$ cat config.mk
export PLATFORM = sky130hd
export DESIGN_NAME = sram_seq_ctrl
export DESIGN_NICKNAME = d
export VERILOG_FILES = /design/src/rtl/sram_seq_pkg.sv /design/src/rtl/sram_seq_timer.sv /design/src/rtl/sram_seq_fsm.sv /design/src/rtl/sram_seq_dpath.sv /design/src/rtl/sram_seq_ctrl.sv
export SDC_FILE = /design/constraint.sdc
export NUM_CORES = 1
export LEC_CHECK = 0
export ABC_CLOCK_PERIOD_IN_PS = 2700
export BUFFER_PORTS_ARGS = -buffer_cell sky130_fd_sc_hd__buf_2
export CAP_MARGIN = 40
export CORE_MARGIN = 2
export CORE_UTILIZATION = 30
export DETAILED_ROUTE_END_ITERATION = 8
export SETUP_SLACK_MARGIN = 0.2
export SYNTH_ARGS = -nofsm -noshare
export SYNTH_HDL_FRONTEND = slang
export SYNTH_SLANG_ARGS = --single-unit
$ cat constraint.sdc
create_clock -name clk -period 2.7 [get_ports clk]
set_clock_uncertainty 0.1 [all_clocks]
set_input_delay 0.54 -clock clk [delete_from_list [all_inputs] [get_ports clk]]
set_output_delay 0.54 -clock clk [all_outputs]
set_load 0.02 [all_outputs]
$ cat src/rtl/sram_seq_pkg.sv
package sram_seq_pkg;

  typedef enum logic [2:0] {
    ST_IDLE,
    ST_TURN,
    ST_WSET,
    ST_WPUL,
    ST_WREC,
    ST_RACC
  } seq_state_e;

  function automatic int max_of(input int a, input int b);
    return (a > b) ? a : b;
  endfunction

endpackage

$ cat src/rtl/sram_seq_timer.sv
module sram_seq_timer #(
  parameter int CNT_W = 3
) (
  input  logic             clk,
  input  logic             rst_n,
  input  logic             load_i,
  input  logic [CNT_W-1:0] load_val_i,
  output logic             zero_o
);

  logic [CNT_W-1:0] cnt_q;
  logic [CNT_W-1:0] cnt_d;
  logic             cnt_en;

  assign cnt_en = load_i | (cnt_q != '0);
  assign cnt_d  = load_i ? load_val_i : (cnt_q - 1'b1);
  assign zero_o = (cnt_q == '0);

  always_ff @(posedge clk or negedge rst_n) begin
    if (!rst_n) begin
      cnt_q <= '0;
    end else if (cnt_en) begin
      cnt_q <= cnt_d;
    end
  end

endmodule

$ cat src/rtl/sram_seq_fsm.sv
module sram_seq_fsm
  import sram_seq_pkg::*;
#(
  parameter int T_AS  = 1,
  parameter int T_WP  = 5,
  parameter int T_WR  = 2,
  parameter int T_RC  = 7,
  parameter int T_TA  = 3,
  parameter int CNT_W = 3
) (
  input  logic             clk,
  input  logic             rst_n,
  input  logic             req_i,
  input  logic             req_we_i,
  input  logic             need_turn_i,
  input  logic             held_we_i,
  input  logic             tmr_zero_i,
  output seq_state_e       state_o,
  output logic             tmr_load_o,
  output logic [CNT_W-1:0] tmr_val_o,
  output logic             accept_o,
  output logic             done_o,
  output logic             capture_o
);

  localparam logic [CNT_W-1:0] AS_LD = CNT_W'(T_AS - 1);
  localparam logic [CNT_W-1:0] WP_LD = CNT_W'(T_WP - 1);
  localparam logic [CNT_W-1:0] WR_LD = CNT_W'(T_WR - 1);
  localparam logic [CNT_W-1:0] RC_LD = CNT_W'(T_RC - 1);
  localparam logic [CNT_W-1:0] TA_LD = CNT_W'(T_TA - 1);

  seq_state_e st_q, st_d;

  always_comb begin
    st_d       = st_q;
    tmr_load_o = 1'b0;
    tmr_val_o  = '0;
    accept_o   = 1'b0;
    done_o     = 1'b0;
    capture_o  = 1'b0;
    unique case (st_q)
      ST_IDLE: begin
        if (req_i) begin
          accept_o   = 1'b1;
          tmr_load_o = 1'b1;
          if (need_turn_i) begin
            st_d      = ST_TURN;
            tmr_val_o = TA_LD;
          end else if (req_we_i) begin
            st_d      = ST_WSET;
            tmr_val_o = AS_LD;
          end else begin
            st_d      = ST_RACC;
            tmr_val_o = RC_LD;
          end
        end
      end
      ST_TURN: begin
        if (tmr_zero_i) begin
          tmr_load_o = 1'b1;
          if (held_we_i) begin
            st_d      = ST_WSET;
            tmr_val_o = AS_LD;
          end else begin
            st_d      = ST_RACC;
            tmr_val_o = RC_LD;
          end
        end
      end
      ST_WSET: begin
        if (tmr_zero_i) begin
          st_d       = ST_WPUL;
          tmr_load_o = 1'b1;
          tmr_val_o  = WP_LD;
        end
      end
      ST_WPUL: begin
        if (tmr_zero_i) begin
          st_d       = ST_WREC;
          tmr_load_o = 1'b1;
          tmr_val_o  = WR_LD;
        end
      end
      ST_WREC: begin
        if (tmr_zero_i) begin
          st_d   = ST_IDLE;
          done_o = 1'b1;
        end
      end
      ST_RACC: begin
        if (tmr_zero_i) begin
          st_d      = ST_IDLE;
          done_o    = 1'b1;
          capture_o = 1'b1;
        end
      end
      default: st_d = ST_IDLE;
    endcase
  end

  always_ff @(posedge clk or negedge rst_n) begin
    if (!rst_n) begin
      st_q <= ST_IDLE;
    end else begin
      st_q <= st_d;
    end
  end

  assign state_o = st_q;

endmodule

$ cat src/rtl/sram_seq_dpath.sv
module sram_seq_dpath #(
  parameter int ADDR_W = 17,
  parameter int DATA_W = 16,
  parameter int NBYTE  = DATA_W / 8
) (
  input  logic              clk,
  input  logic              rst_n,
  input  logic              accept_i,
  input  logic              done_i,
  input  logic              capture_i,
  input  logic              req_we_i,
  input  logic [ADDR_W-1:0] req_addr_i,
  input  logic [DATA_W-1:0] req_wdata_i,
  input  logic [NBYTE-1:0]  req_be_i,
  input  logic [DATA_W-1:0] mem_dq_i,
  output logic [ADDR_W-1:0] held_addr_o,
  output logic [DATA_W-1:0] held_wdata_o,
  output logic [NBYTE-1:0]  held_be_o,
  output logic              held_we_o,
  output logic              need_turn_o,
  output logic              ack_o,
  output logic [DATA_W-1:0] rdata_o
);

  logic              have_prev_q;
  logic [DATA_W-1:0] lane_mask;

  for (genvar b = 0; b < NBYTE; b++) begin : g_lane
    assign lane_mask[b*8 +: 8] = {8{held_be_o[b]}};
  end

  // the held direction is the one of the last accepted request
  assign need_turn_o = have_prev_q & (req_we_i != held_we_o);

  always_ff @(posedge clk or negedge rst_n) begin
    if (!rst_n) begin
      held_addr_o  <= '0;
      held_wdata_o <= '0;
      held_be_o    <= '0;
      held_we_o    <= 1'b0;
      have_prev_q  <= 1'b0;
    end else if (accept_i) begin
      held_addr_o  <= req_addr_i;
      held_wdata_o <= req_wdata_i;
      held_be_o    <= req_be_i;
      held_we_o    <= req_we_i;
      have_prev_q  <= 1'b1;
    end
  end

  always_ff @(posedge clk or negedge rst_n) begin
    if (!rst_n) begin
      ack_o <= 1'b0;
    end else begin
      ack_o <= done_i;
    end
  end

  always_ff @(posedge clk or negedge rst_n) begin
    if (!rst_n) begin
      rdata_o <= '0;
    end else if (capture_i) begin
      rdata_o <= mem_dq_i & lane_mask;
    end
  end

endmodule

$ cat src/rtl/sram_seq_ctrl.sv
module sram_seq_ctrl
  import sram_seq_pkg::*;
#(
  parameter int ADDR_W = 17,
  parameter int DATA_W = 16,
  parameter int T_AS   = 1,
  parameter int T_WP   = 5,
  parameter int T_WR   = 2,
  parameter int T_RC   = 7,
  parameter int T_TA   = 3
) (
  input  logic                  clk,
  input  logic                  rst_n,
  input  logic                  req_i,
  input  logic                  req_we_i,
  input  logic [ADDR_W-1:0]     req_addr_i,
  input  logic [DATA_W-1:0]     req_wdata_i,
  input  logic [DATA_W/8-1:0]   req_be_i,
  output logic                  rdy_o,
  output logic                  ack_o,
  output logic [DATA_W-1:0]     rdata_o,
  output logic [ADDR_W-1:0]     mem_addr_o,
  output logic                  mem_cs_n_o,
  output logic                  mem_cs_o,
  output logic                  mem_we_n_o,
  output logic                  mem_oe_n_o,
  output logic [DATA_W/8-1:0]   mem_bsel_n_o,
  output logic [DATA_W-1:0]     mem_dq_o,
  output logic                  mem_dq_oe_o,
  input  logic [DATA_W-1:0]     mem_dq_i
);

  localparam int NBYTE = DATA_W / 8;
  localparam int MAXT  = max_of(max_of(max_of(T_AS, T_WP), max_of(T_WR, T_RC)), T_TA);
  localparam int CNT_W = (MAXT > 1) ? $clog2(MAXT) : 1;

  // reset asserts at once, releases on a clock edge
  logic [1:0] rst_sync_q;
  logic       rst_int_n;

  always_ff @(posedge clk or negedge rst_n) begin
    if (!rst_n) begin
      rst_sync_q <= 2'b00;
    end else begin
      rst_sync_q <= {rst_sync_q[0], 1'b1};
    end
  end
  assign rst_int_n = rst_sync_q[1];

  seq_state_e       state;
  logic             tmr_load, tmr_zero, accept, done, capture;
  logic [CNT_W-1:0] tmr_val;
  logic             held_we, need_turn;
  logic [NBYTE-1:0] held_be;
  logic             active;

  sram_seq_timer #(.CNT_W(CNT_W)) u_timer (
    .clk        (clk),
    .rst_n      (rst_int_n),
    .load_i     (tmr_load),
    .load_val_i (tmr_val),
    .zero_o     (tmr_zero)
  );

  sram_seq_fsm #(
    .T_AS(T_AS), .T_WP(T_WP), .T_WR(T_WR), .T_RC(T_RC), .T_TA(T_TA), .CNT_W(CNT_W)
  ) u_fsm (
    .clk         (clk),
    .rst_n       (rst_int_n),
    .req_i       (req_i),
    .req_we_i    (req_we_i),
    .need_turn_i (need_turn),
    .held_we_i   (held_we),
    .tmr_zero_i  (tmr_zero),
    .state_o     (state),
    .tmr_load_o  (tmr_load),
    .tmr_val_o   (tmr_val),
    .accept_o    (accept),
    .done_o      (done),
    .capture_o   (capture)
  );

  sram_seq_dpath #(.ADDR_W(ADDR_W), .DATA_W(DATA_W), .NBYTE(NBYTE)) u_dpath (
    .clk          (clk),
    .rst_n        (rst_int_n),
    .accept_i     (accept),
    .done_i       (done),
    .capture_i    (capture),
    .req_we_i     (req_we_i),
    .req_addr_i   (req_addr_i),
    .req_wdata_i  (req_wdata_i),
    .req_be_i     (req_be_i),
    .mem_dq_i     (mem_dq_i),
    .held_addr_o  (mem_addr_o),
    .held_wdata_o (mem_dq_o),
    .held_be_o    (held_be),
    .held_we_o    (held_we),
    .need_turn_o  (need_turn),
    .ack_o        (ack_o),
    .rdata_o      (rdata_o)
  );

  // pin decode from the registered state
  always_comb begin
    active       = (state == ST_WSET) || (state == ST_WPUL) ||
                   (state == ST_WREC) || (state == ST_RACC);
    rdy_o        = (state == ST_IDLE);
    mem_cs_n_o   = ~active;
    mem_cs_o     = active;
    mem_we_n_o   = (state != ST_WPUL);
    mem_oe_n_o   = (state != ST_RACC);
    mem_bsel_n_o = active ? ~held_be : '1;
    mem_dq_oe_o  = (state == ST_WPUL) || (state == ST_WREC);
  end

endmodule

* After elaboration in Yosys (flattened, before gate mapping) *
Cells that the tools add are included.

operators by class
  add/subtract/negate cells = 1
  mux-type cells = 25
  reductions and logical operators = 10
  equality and inequality tests = 13
  bitwise operators = 5

operators with widths
  operator             count
  $mux 3               15
  $and 16x16->16       1
  $pmux 3 s5           1
  $pmux 3 s4           1
  $ne 2x2->1 const B   4
  $eq 3x2->1 const B   2
  $eq 3x3->1 const B   2
  $logic_not 3->1      2
  $mux 1               6
  $reduce_and 5->1     1
  $logic_or 1x1->1     4
  $eq 3x1->1 const B   1
  $ne 3x2->1 const B   1
  $ne 3x3->1 const B   1
  $reduce_bool 3->1    1
  $reduce_or 3->1      1
  $sub 3x1->3 const B  1
  $mux 2               1
  $ne 2x1->1 const B   1
  $not 2->2            1
  $pmux 1 s2           1
  $reduce_or 2->1      1
  $and 1x1->1          1
  $ne 1x1->1           1
  2 further kinds      2

storage, ports and cells
  word-level logic and storage cells = 64
  input bits = 55
  bits in registers = 62

* Depth between registers and ports, before layout *
Gate-level depths: netlist (run 1).

  depth in word-level cells = 6
  depth in mapped cells = 7

* Cells and area by module *
From an unflattened synthesis (run 1), not the netlist that was laid out.

unflattened totals
  cells, all modules = 218
  area, all modules = 2,781.4 um^2

modules (own cells, without submodules)
  module          sequential area each (um^2)  times used  area each (um^2)  cells each
  sram_seq_dpath  1,351.3                      1           2,199.6           150
  sram_seq_fsm    75.1                         1           269.0             35
  sram_seq_timer  75.1                         1           200.2             21
  sram_seq_ctrl   50.0                         1           112.6             12

* Least setup slack after synthesis (run 1) *
No wires, ideal clock.

  kind = register to output
  from = reg u_fsm.st_q[1], in the netlist u_fsm.state_o[1]
  to = out mem_bsel_n_o[0]
  required time = 2.060 ns
  cell stages (with the launch flop) = 5
  data arrival time = 1.356 ns
  slack = 0.704 ns
  cell sequence = dfrtp_1 buf_2 inv_1 ha_1 nand2_1

between the ends
  longest elaborated chain between the ends = 5
  elaborated cells on any way between the ends = 8
  classes of those cells = eq/ne: 4; mux: 1; reduce/logical: 3

RTL lines
  element                        RTL line              source
  from (decl)                    sram_seq_fsm.sv:32    seq_state_e st_q, st_d;
  from (signal assigned)         sram_seq_fsm.sv:105   st_q <= st_d;
  $eq 3x2->1                     sram_seq_ctrl.sv:105  active = (state == ST_WSET) || (state == ST_WPUL) ||
  $logic_or 1x1->1 (2 in a row)  sram_seq_ctrl.sv:105
  $logic_or 1x1->1 (*)           sram_seq_ctrl.sv:106  (state == ST_WREC) || (state == ST_RACC);
  named net mem_cs_o             sram_seq_ctrl.sv:24   output logic mem_cs_o,
  $mux 2 (*)                     sram_seq_ctrl.sv:112  mem_bsel_n_o = active ? ~held_be : '1;
  to (decl)                      sram_seq_ctrl.sv:27   output logic [DATA_W/8-1:0] mem_bsel_n_o,

Mark *: on every way through the listed nets, which the timed path passes. The rest lies on a longest branch.

* Worst setup path in the final report (run 1) *
  from = reg u_fsm.st_q[2], in the netlist u_fsm.state_o[2]
  to = out mem_bsel_n_o[0]

between the ends
  longest elaborated chain between the ends = 5
  elaborated cells on any way between the ends = 8
  classes of those cells = eq/ne: 4; mux: 1; reduce/logical: 3

RTL lines
  element                        RTL line
  $eq 3x2->1                     sram_seq_ctrl.sv:105
  $logic_or 1x1->1 (2 in a row)  sram_seq_ctrl.sv:105
  $logic_or 1x1->1 (*)           sram_seq_ctrl.sv:106
  $mux 2 (*)                     sram_seq_ctrl.sv:112

Mark *: on every way between the ends. The rest lies on a longest branch, timed or not.

==> results of run 1 <==
-- cells by family (layout without fill, tap and decap cells) --
logic type / count (synthesis) / in the layout
buf+inv: 20 / 141
flops: 62 / 62
mux: 39 / 39
simple gates: 67 / 67
compound gates: 37 / 37
other cells: 1 / 1
fa+ha+maj: 5 / 5
-- power groups by stage --
stage          combinational (mW)  sequential (mW)  clock, mW
6_report                     2.13             1.70       1.00
5_1_grt                      2.33             1.79       1.08
2_1_floorplan                1.09             2.10          0
3_3_place_gp                 2.13             1.71          0
3_5_place_dp                 2.16             1.72          0
4_1_cts                      2.16             1.71       1.04
-- sequential cells by signal, indices dropped and copies added, names as in the netlist --
name and count:
u_dpath.held_addr_o 17, u_dpath.held_be_o 2, u_dpath.held_wdata_o 16, u_timer.cnt_q 3, u_fsm.state_o 3, u_dpath.have_prev_q 1
u_dpath.ack_o 1, u_dpath.rdata_o 16, u_dpath.held_we_o 1, rst_sync_q 2
-- area by class of cell --
cell class,instances,area share [%]
repair buffers,118,16.80
clock inverters,7,3.354
clock buffers,9,3.423
well taps,108,3.734
flip-flops and latches,62,42.98
multi-input cells,149,28.98
inverters,7,0.7261
-- synth_stat cells (all sizes together) --
| master | n |
|---|---|
| o21ai | 20 |
| a22o | 2 |
| and2 | 1 |
| nor2 | 12 |
| mux2i | 3 |
| clkbuf | 6 |
| a221o | 1 |
| dfrtp | 62 |
| a2111oi | 1 |
| a2bb2oi | 2 |
| nor2b | 1 |
| mux2 | 36 |
| a21oi | 5 |
| nand2b | 2 |
| ha | 5 |
| buf | 7 |
| nand2 | 41 |
| or2 | 1 |
| inv | 7 |
| a32o | 2 |
| a32oi | 1 |
| nor3 | 4 |
| nor4bb | 1 |
| a21o | 1 |
| nand3b | 1 |
| nor4b | 1 |
| conb | 1 |
| nor4 | 1 |
| o22ai | 2 |
| or3b | 1 |
-- how the worst max path moves through the flow --
| stage | endpoint | cells after the start | slack, ns | from |
|---|---|---|---|---|
| 6_report | mem_bsel_n_o[0] | 4 | 0.37 | u_fsm.state_o[2] |
| 5_1_grt | mem_bsel_n_o[0] | 4 | 0.27 | u_fsm.state_o[1] |
| 4_1_cts | mem_bsel_n_o[0] | 4 | 0.35 | u_fsm.state_o[2] |
| 3_5_place_dp | mem_bsel_n_o[0] | 4 | 0.56 | u_fsm.state_o[2] |
| 3_3_place_gp | mem_bsel_n_o[0] | 4 | 0.61 | u_fsm.state_o[1] |
| 2_1_floorplan | mem_bsel_n_o[0] | 4 | 0.70 | u_fsm.state_o[1] |
-- metal layers --
metal  share of wire [%]  GRT usage (%)
met2                  50          22.71
met3                 6.1          4.326
met1                  42          16.06
met4                 1.6          6.533
met5                   0              0
-- what timing repair did --
action,in CTS,in global routing
setup endpoints to repair,2,0
gates resized for setup,2,0
buffers inserted,0,0
hold buffers,1,0
hold endpoints to repair,2,0
==> metrics.md, run 1 <==
| Metric | Value |
|---|---|
| Status | `finished clean` |
| Pre-antenna DRT Iters | `4` |
| Clock latency on the worst-skew pair | `0.33 ns` |
| CTS Sinks | `just over 60` |
| Effective utilization at floorplan | `30.85%` |
| Post-route core utilization | `about 41%` |
| WL final | `about 6200 microns` |
| Std cell rows | `34` |
| Final setup TNS | `0 ns` |
| Grt ovf | `0` |
| Share of the yosys chip area belonging to registers | `between 50% and 60%` |
| Vias in the first global route | `between 2,000 and 2,500` |
| Post-synthesis compound-gate area fraction | `8.698%` |
| Cells after DPL | `443` |
| Die width | `98.70 microns` |
| Mapped Cells | `~230` |
| Comb pwr share | `44.0%` |
| Initial antenna violation count | `0` |
| Final setup viols | `0` |
| Clock transition at path regs | `0.08 ns` |
| Post-layout nets | `407` |
| Dpl cell area | `3361 sq um` |
| Slowest-stage cell, CP | `dfrtp_2` |
| Clock share of power | `20.7%` |
| Routed Antenna Nets | `0` |
| Synthesized area | `between 2000 and 3000 sq um` |
| First-pass GRT wire length | `10,510 microns` |
| Highest ir drop seen on vdd | `0.0004610 V` |
| Slowest Stage Delay on Critical Path | `0.53 ns` |
| Crit path DAT | `1.69 ns` |
| YS warnings | `0` |
| Storage element area | `between 1500 and 2000 sq um` |
| Min-delay worst type | `reg -> async` |
| Min cycle time layout | `2.329 ns` |
| Area of the multi-input gates | `1049 sq um` |
| # DRC | `0` |
| Most frequent cells in the layout | `buf_2 (112), dfrtp_1 (59), nand2_1 (41)` |
| Vias/cell | `4.557` |
| Synth top area share | `57.67%` |
| Largest net degree at the start of global routing | `33` |
| Required time worst endpoint | `2.06 ns` |
| Post-synth net total | `291` |
| H-tree Lvls | `3` |
| Share of cells above drive strength 1 | `50.28%` |
| Worst r2r path cells | `6` |
| Fmax achieved | `429.4 MHz` |
| Clock root cell | `clkbuf_8` |
| Synthesis-stage register bit count | `62` |
| Reg2Reg Capture Point | `u_fsm.state_o[1]` |
| Layout fillers | `874` |
| Multiplexer share of the synthesized area | `16.19%` |
| Largest family of logic cells by synthesized area | `multiplexers` |
| Switching Fraction | `39.98%` |
| Final Hold Viols | `0` |
| Diode count | `0` |
| Crit-path max FO | `14` |
| Simple-gate share of the synthesized area | `a little under an eighth` |
| Period Utilization, post-route | `86.26%` |
| Max_cap viols | `0` |
| Reg2reg setup slack | `0.76 ns` |
| NetSw | `1.931 mW` |
| Rel. slew slack | `60.79%` |
| Clock buffer depth | `2` |
| Area Growth Syn to Fin | `34.51%` |
| Post-Synth Adder-Cell Area | `~2.3%` |
| GPL Wtd Cong | `0.7834` |
| DP Worst Slack | `0.5573 ns` |
| Xor/xnor share of the synthesized area | `0%` |
| DR vias | `2,096` |
| TritonCTS clock tree | `built` |
| DR iter-0 viols | `46` |
| Finished Layout Cells | `460` |
| LEAKAGE | `around 1.8 nW` |
| Detailed placement HPWL | `approximately 4500 microns` |
| Syn Area/Cell | `11.65 sq um` |
| Worst-path cell chain | `inv_1 > ha_1 > nand2_1 > buf_2` |
| Actual slew at the worst max-slew pin | `between 0.5 and 0.6 ns` |
| Commonest non-fill, non-tap cell in the layout | `buf_2` |
| Fin. max-slew vios | `0` |
| Ports | `113` |
| Pint | `2.899 mW` |
| Fin area | `3618 sq um` |
| Chip height | `98.70 microns` |
| Launch point of the worst reg-to-reg path | `u_fsm.state_o[2]` |
| Pwr dens | `1335 nW/um^2` |
| Crit. End Element | `output pin` |
| Pwr Total | `slightly below 5 mW` |
| Crit path launch type | `register` |
| CTS Buf Count | `9` |
| WHS | `roughly 0.17 ns` |
| Largest area contributor in the netlist | `dfrtp_1` |
| Wirelength per Cell | `13.53 microns` |
| Die area | `9741 sq um` |
| WS Path Type | `reg -> out` |
| Top cells by area, synth | `dfrtp_1 (58%), mux2_2 (15%), nand2_1 (5.7%)` |
| Port Buf Inserts | `around 110` |
| RSZ-0062 raised after global routing | `no` |
| Total GRT Usage | `a little over an eighth` |
| Final worst slack | `0.3710 ns` |
| CORE AREA | `around 8700 sq um` |
| Synth unique cells | `32` |
| Buf/Inv on CP | `2` |
| Sequential share of power | `35.2%` |
| CP delay by family, top | `flip-flops` |
No activity file was read; power rests on OpenSTA's default activity.
==> run 2, diff against run 1 <==
Settings changed: ABC_CLOCK_PERIOD_IN_PS 2700 to 1960, CELL_PAD_IN_SITES_DETAIL_PLACEMENT set to 0, CELL_PAD_IN_SITES_GLOBAL_PLACEMENT set to 1, PLACE_DENSITY_LB_ADDON set to 0.1.
Clock period 2.7 ns to 1.96 ns, I/O delays scaled along.
==> run 2 against run 1 <==
Against the previous run:
- total power increased by 59%
- worst setup slack worse by 0.25 ns
- critical path depth stayed put
- clock power grew 29%
- design area grew 16%
- critical endpoint is now mem_dq_oe_o
- first-iteration DRC count increased by 80%
==> metrics.md, run 2 (same netlist as run 1, synthesis figures left out) <==
| Metric | Value |
|---|---|
| Period Utilization, post-route | `93.58%` |
| RSZ-0062 raised after global routing | `yes (was no)` |
| H-tree Lvls | `3 (unchanged)` |
| Reg2reg setup slack | `0.17 ns (was 0.76 ns)` |
| WS Path Type | `reg -> out (unchanged)` |
| Clock latency on the worst-skew pair | `0.33 ns (about the same)` |
| Crit path DAT | `1.34 ns (was 1.69 ns)` |
| Required time worst endpoint | `1.47 ns (was 2.06 ns)` |
| Min cycle time layout | `1.834 ns` |
| Routed Antenna Nets | `0 (unchanged)` |
| WL final | `6865 microns (was 6226 microns)` |
| Post-route core utilization | `47.93% (was 41.49%)` |
| Storage element area | `1555 sq um (unchanged)` |
| Final setup TNS | `0 ns (unchanged)` |
| Initial antenna violation count | `0 (unchanged)` |
| Wirelength per Cell | `14.18 microns (was 13.53 microns)` |
| Final worst slack | `0.1257 ns (was 0.3710 ns)` |
| Highest ir drop seen on vdd | `0.0006668 V (was 0.0004610 V)` |
| Clock transition at path regs | `0.07 ns (was 0.08 ns)` |
| Grt ovf | `0 (unchanged)` |
| Largest register by flop count | `u_dpath.held_addr_o (unchanged)` |
| DP Worst Slack | `0.08988 ns (was 0.5573 ns)` |
| Vias/cell | `4.519 (was 4.557)` |
| Status | `finished clean (unchanged)` |
| Final Hold Viols | `0 (unchanged)` |
| Actual slew at the worst max-slew pin | `0.5154 ns (was 0.5882 ns)` |
| Worst-path cell chain | `buf_6 > nand3b_1 > nand2_1 > buf_6 (was inv_1 > ha_1 > nand2_1 > buf_2)` |
| Pwr dens | `1832 nW/um^2 (was 1335 nW/um^2)` |
| Reg2Reg Capture Point | `u_timer.cnt_q[0] (was u_fsm.state_o[1])` |
| Area Growth Syn to Fin | `55.40% (was 34.51%)` |
| Rel. slew slack | `65.64% (was 60.79%)` |
| Total GRT Usage | `14.62% (was 13.67%)` |
| Pre-antenna DRT Iters | `4 (unchanged)` |
| Pwr Total | `7.657 mW (was 4.830 mW)` |
| Diode count | `0 (unchanged)` |
| Cell mode on critical path | `buf_6` |
| Max FFs per register | `17 (unchanged)` |
| Largest net degree at the start of global routing | `41 (was 33)` |
| CORE AREA | `8721 sq um (unchanged)` |
| Max_cap viols | `0 (unchanged)` |
| Final setup viols | `0 (unchanged)` |
| Post-layout nets | `431 (was 407)` |
| Fin area | `4180 sq um (was 3618 sq um)` |
| Share of cells above drive strength 1 | `58.24% (was 50.28%)` |
| Effective utilization at floorplan | `30.85% (unchanged)` |
| Chip height | `98.70 microns (unchanged)` |
| Worst r2r path cells | `7 (was 6)` |
| Cells after DPL | `452 (was 443)` |
| Std cell rows | `34 (unchanged)` |
| WHS | `0.1461 ns (was 0.1729 ns)` |
| Fmax achieved | `about 550 MHz` |
| Clock root cell | `clkbuf_8 (unchanged)` |
| Detailed placement HPWL | `4578 microns (was 4538 microns)` |
| Crit path launch type | `register (unchanged)` |
| Layout fillers | `822 (was 874)` |
| First-pass GRT wire length | `11,270 microns (was 10,510 microns)` |
| DR vias | `2,187 (was 2,096)` |
| GPL Wtd Cong | `0.7453 (was 0.7834)` |
| Area of the multi-input gates | `1260 sq um (was 1049 sq um)` |
| Crit. End Element | `output pin (unchanged)` |
| Dpl cell area | `3482 sq um (was 3361 sq um)` |
| CTS Sinks | `62 (unchanged)` |
| Slowest Stage Delay on Critical Path | `0.42 ns (was 0.53 ns)` |
| Vias in the first global route | `2,254 (was 2,147)` |
| Port Buf Inserts | `112 (unchanged)` |
| DR iter-0 viols | `83 (was 46)` |
| # DRC | `0 (unchanged)` |
| Die width | `98.70 microns (unchanged)` |
| Slowest-stage cell, CP | `dfrtp_2 (unchanged)` |
| Commonest non-fill, non-tap cell in the layout | `buf_2 (unchanged)` |
| Die area | `9741 sq um (unchanged)` |
| LEAKAGE | `2.068 nW (was 1.756 nW)` |
| Finished Layout Cells | `484 (was 460)` |
| Launch point of the worst reg-to-reg path | `u_fsm.state_o[2] (unchanged)` |
| Most frequent cells in the layout | `buf_2 (106), dfrtp_1 (59), nand2_1 (37) (was buf_2 (112), dfrtp_1 (59), nand2_1 (41))` |
| Ports | `113 (unchanged)` |
| Fin. max-slew vios | `0 (unchanged)` |
| Largest registers | `u_dpath.held_addr_o (17), u_dpath.held_wdata_o (16), u_dpath.rdata_o (16) (unchanged)` |
| CTS Buf Count | `9 (unchanged)` |
| Min-delay worst type | `reg -> async (unchanged)` |
| Crit-path max FO | `5 (was 14)` |
| Clock buffer depth | `2 (unchanged)` |
| TritonCTS clock tree | `built (unchanged)` |
==> run 2: cell count changes in the layout (fill, tap and decap cells not counted), sizes merged <==
| cell | delta |
|---|---|
| buf | +23 |
| clkbuf | +3 |
| clkinv | -1 |
| clkinvlp | +1 |
| bufinv | -1 |
| inv | -1 |
==> run 2: how the worst max path moves through the flow <==
stage / cells past startpoint / from / slack [ns] / end
finish: 4 / u_fsm.state_o[2] / 0.13 / mem_dq_oe_o
global route: 4 / u_fsm.state_o[1] / 0.06 / mem_bsel_n_o[1]
CTS: 4 / u_fsm.state_o[2] / 0.12 / mem_dq_oe_o
detailed placement: 6 / u_timer.cnt_q[0] / 0.09 / u_timer.cnt_q[0]
global placement: 6 / u_timer.cnt_q[0] / 0.11 / u_timer.cnt_q[0]
floorplan: 4 / u_fsm.state_o[1] / 0.21 / mem_bsel_n_o[0]
==> run 2: cell type report <==
class	count	area share [%]
sequential	62	37.20
clock inverter	5	1.946
tap	108	3.233
clock buffer	11	3.622
timing repair buffer	142	23.11
inverter	7	0.7483
multi-input combinational	149	30.14
==> run 2: worst max-delay path: cells and delay by family (launching register included) <==
family                 cells  cell delay [ns]
flip-flops                 1             0.42
buffers and inverters      2             0.25
AND/OR/NAND/NOR            2             0.34
==> run 2: what timing repair did <==
action                                  4_1_cts  5_1_grt
gates resized for setup                      27       55
endpoints found under the hold margin         2        0
setup buffers                                11        1
gates cloned                                  1        2
hold buffers                                  1        0
pin swaps                                     6       12
endpoints found under the setup margin       27       65
==> run 2: metal layers <==
layer,vias to the layer above,routed length (microns),track usage (%)
met5,-,0,0
met4,0,87,4.742
met3,9,569,6.596
met2,71,3060,21.82
met1,1035,3147,19.06
li1,1072,-,-
==> run 2: where the power goes <==
group | total, mW | switching [mW] | leakage (nW) | internal, mW
clock network | 1.29 | 0.507 | 0.116 | 0.786
logic | 4.08 | 2.02 | 1.24 | 2.06
registers | 2.29 | 0.394 | 0.711 | 1.89
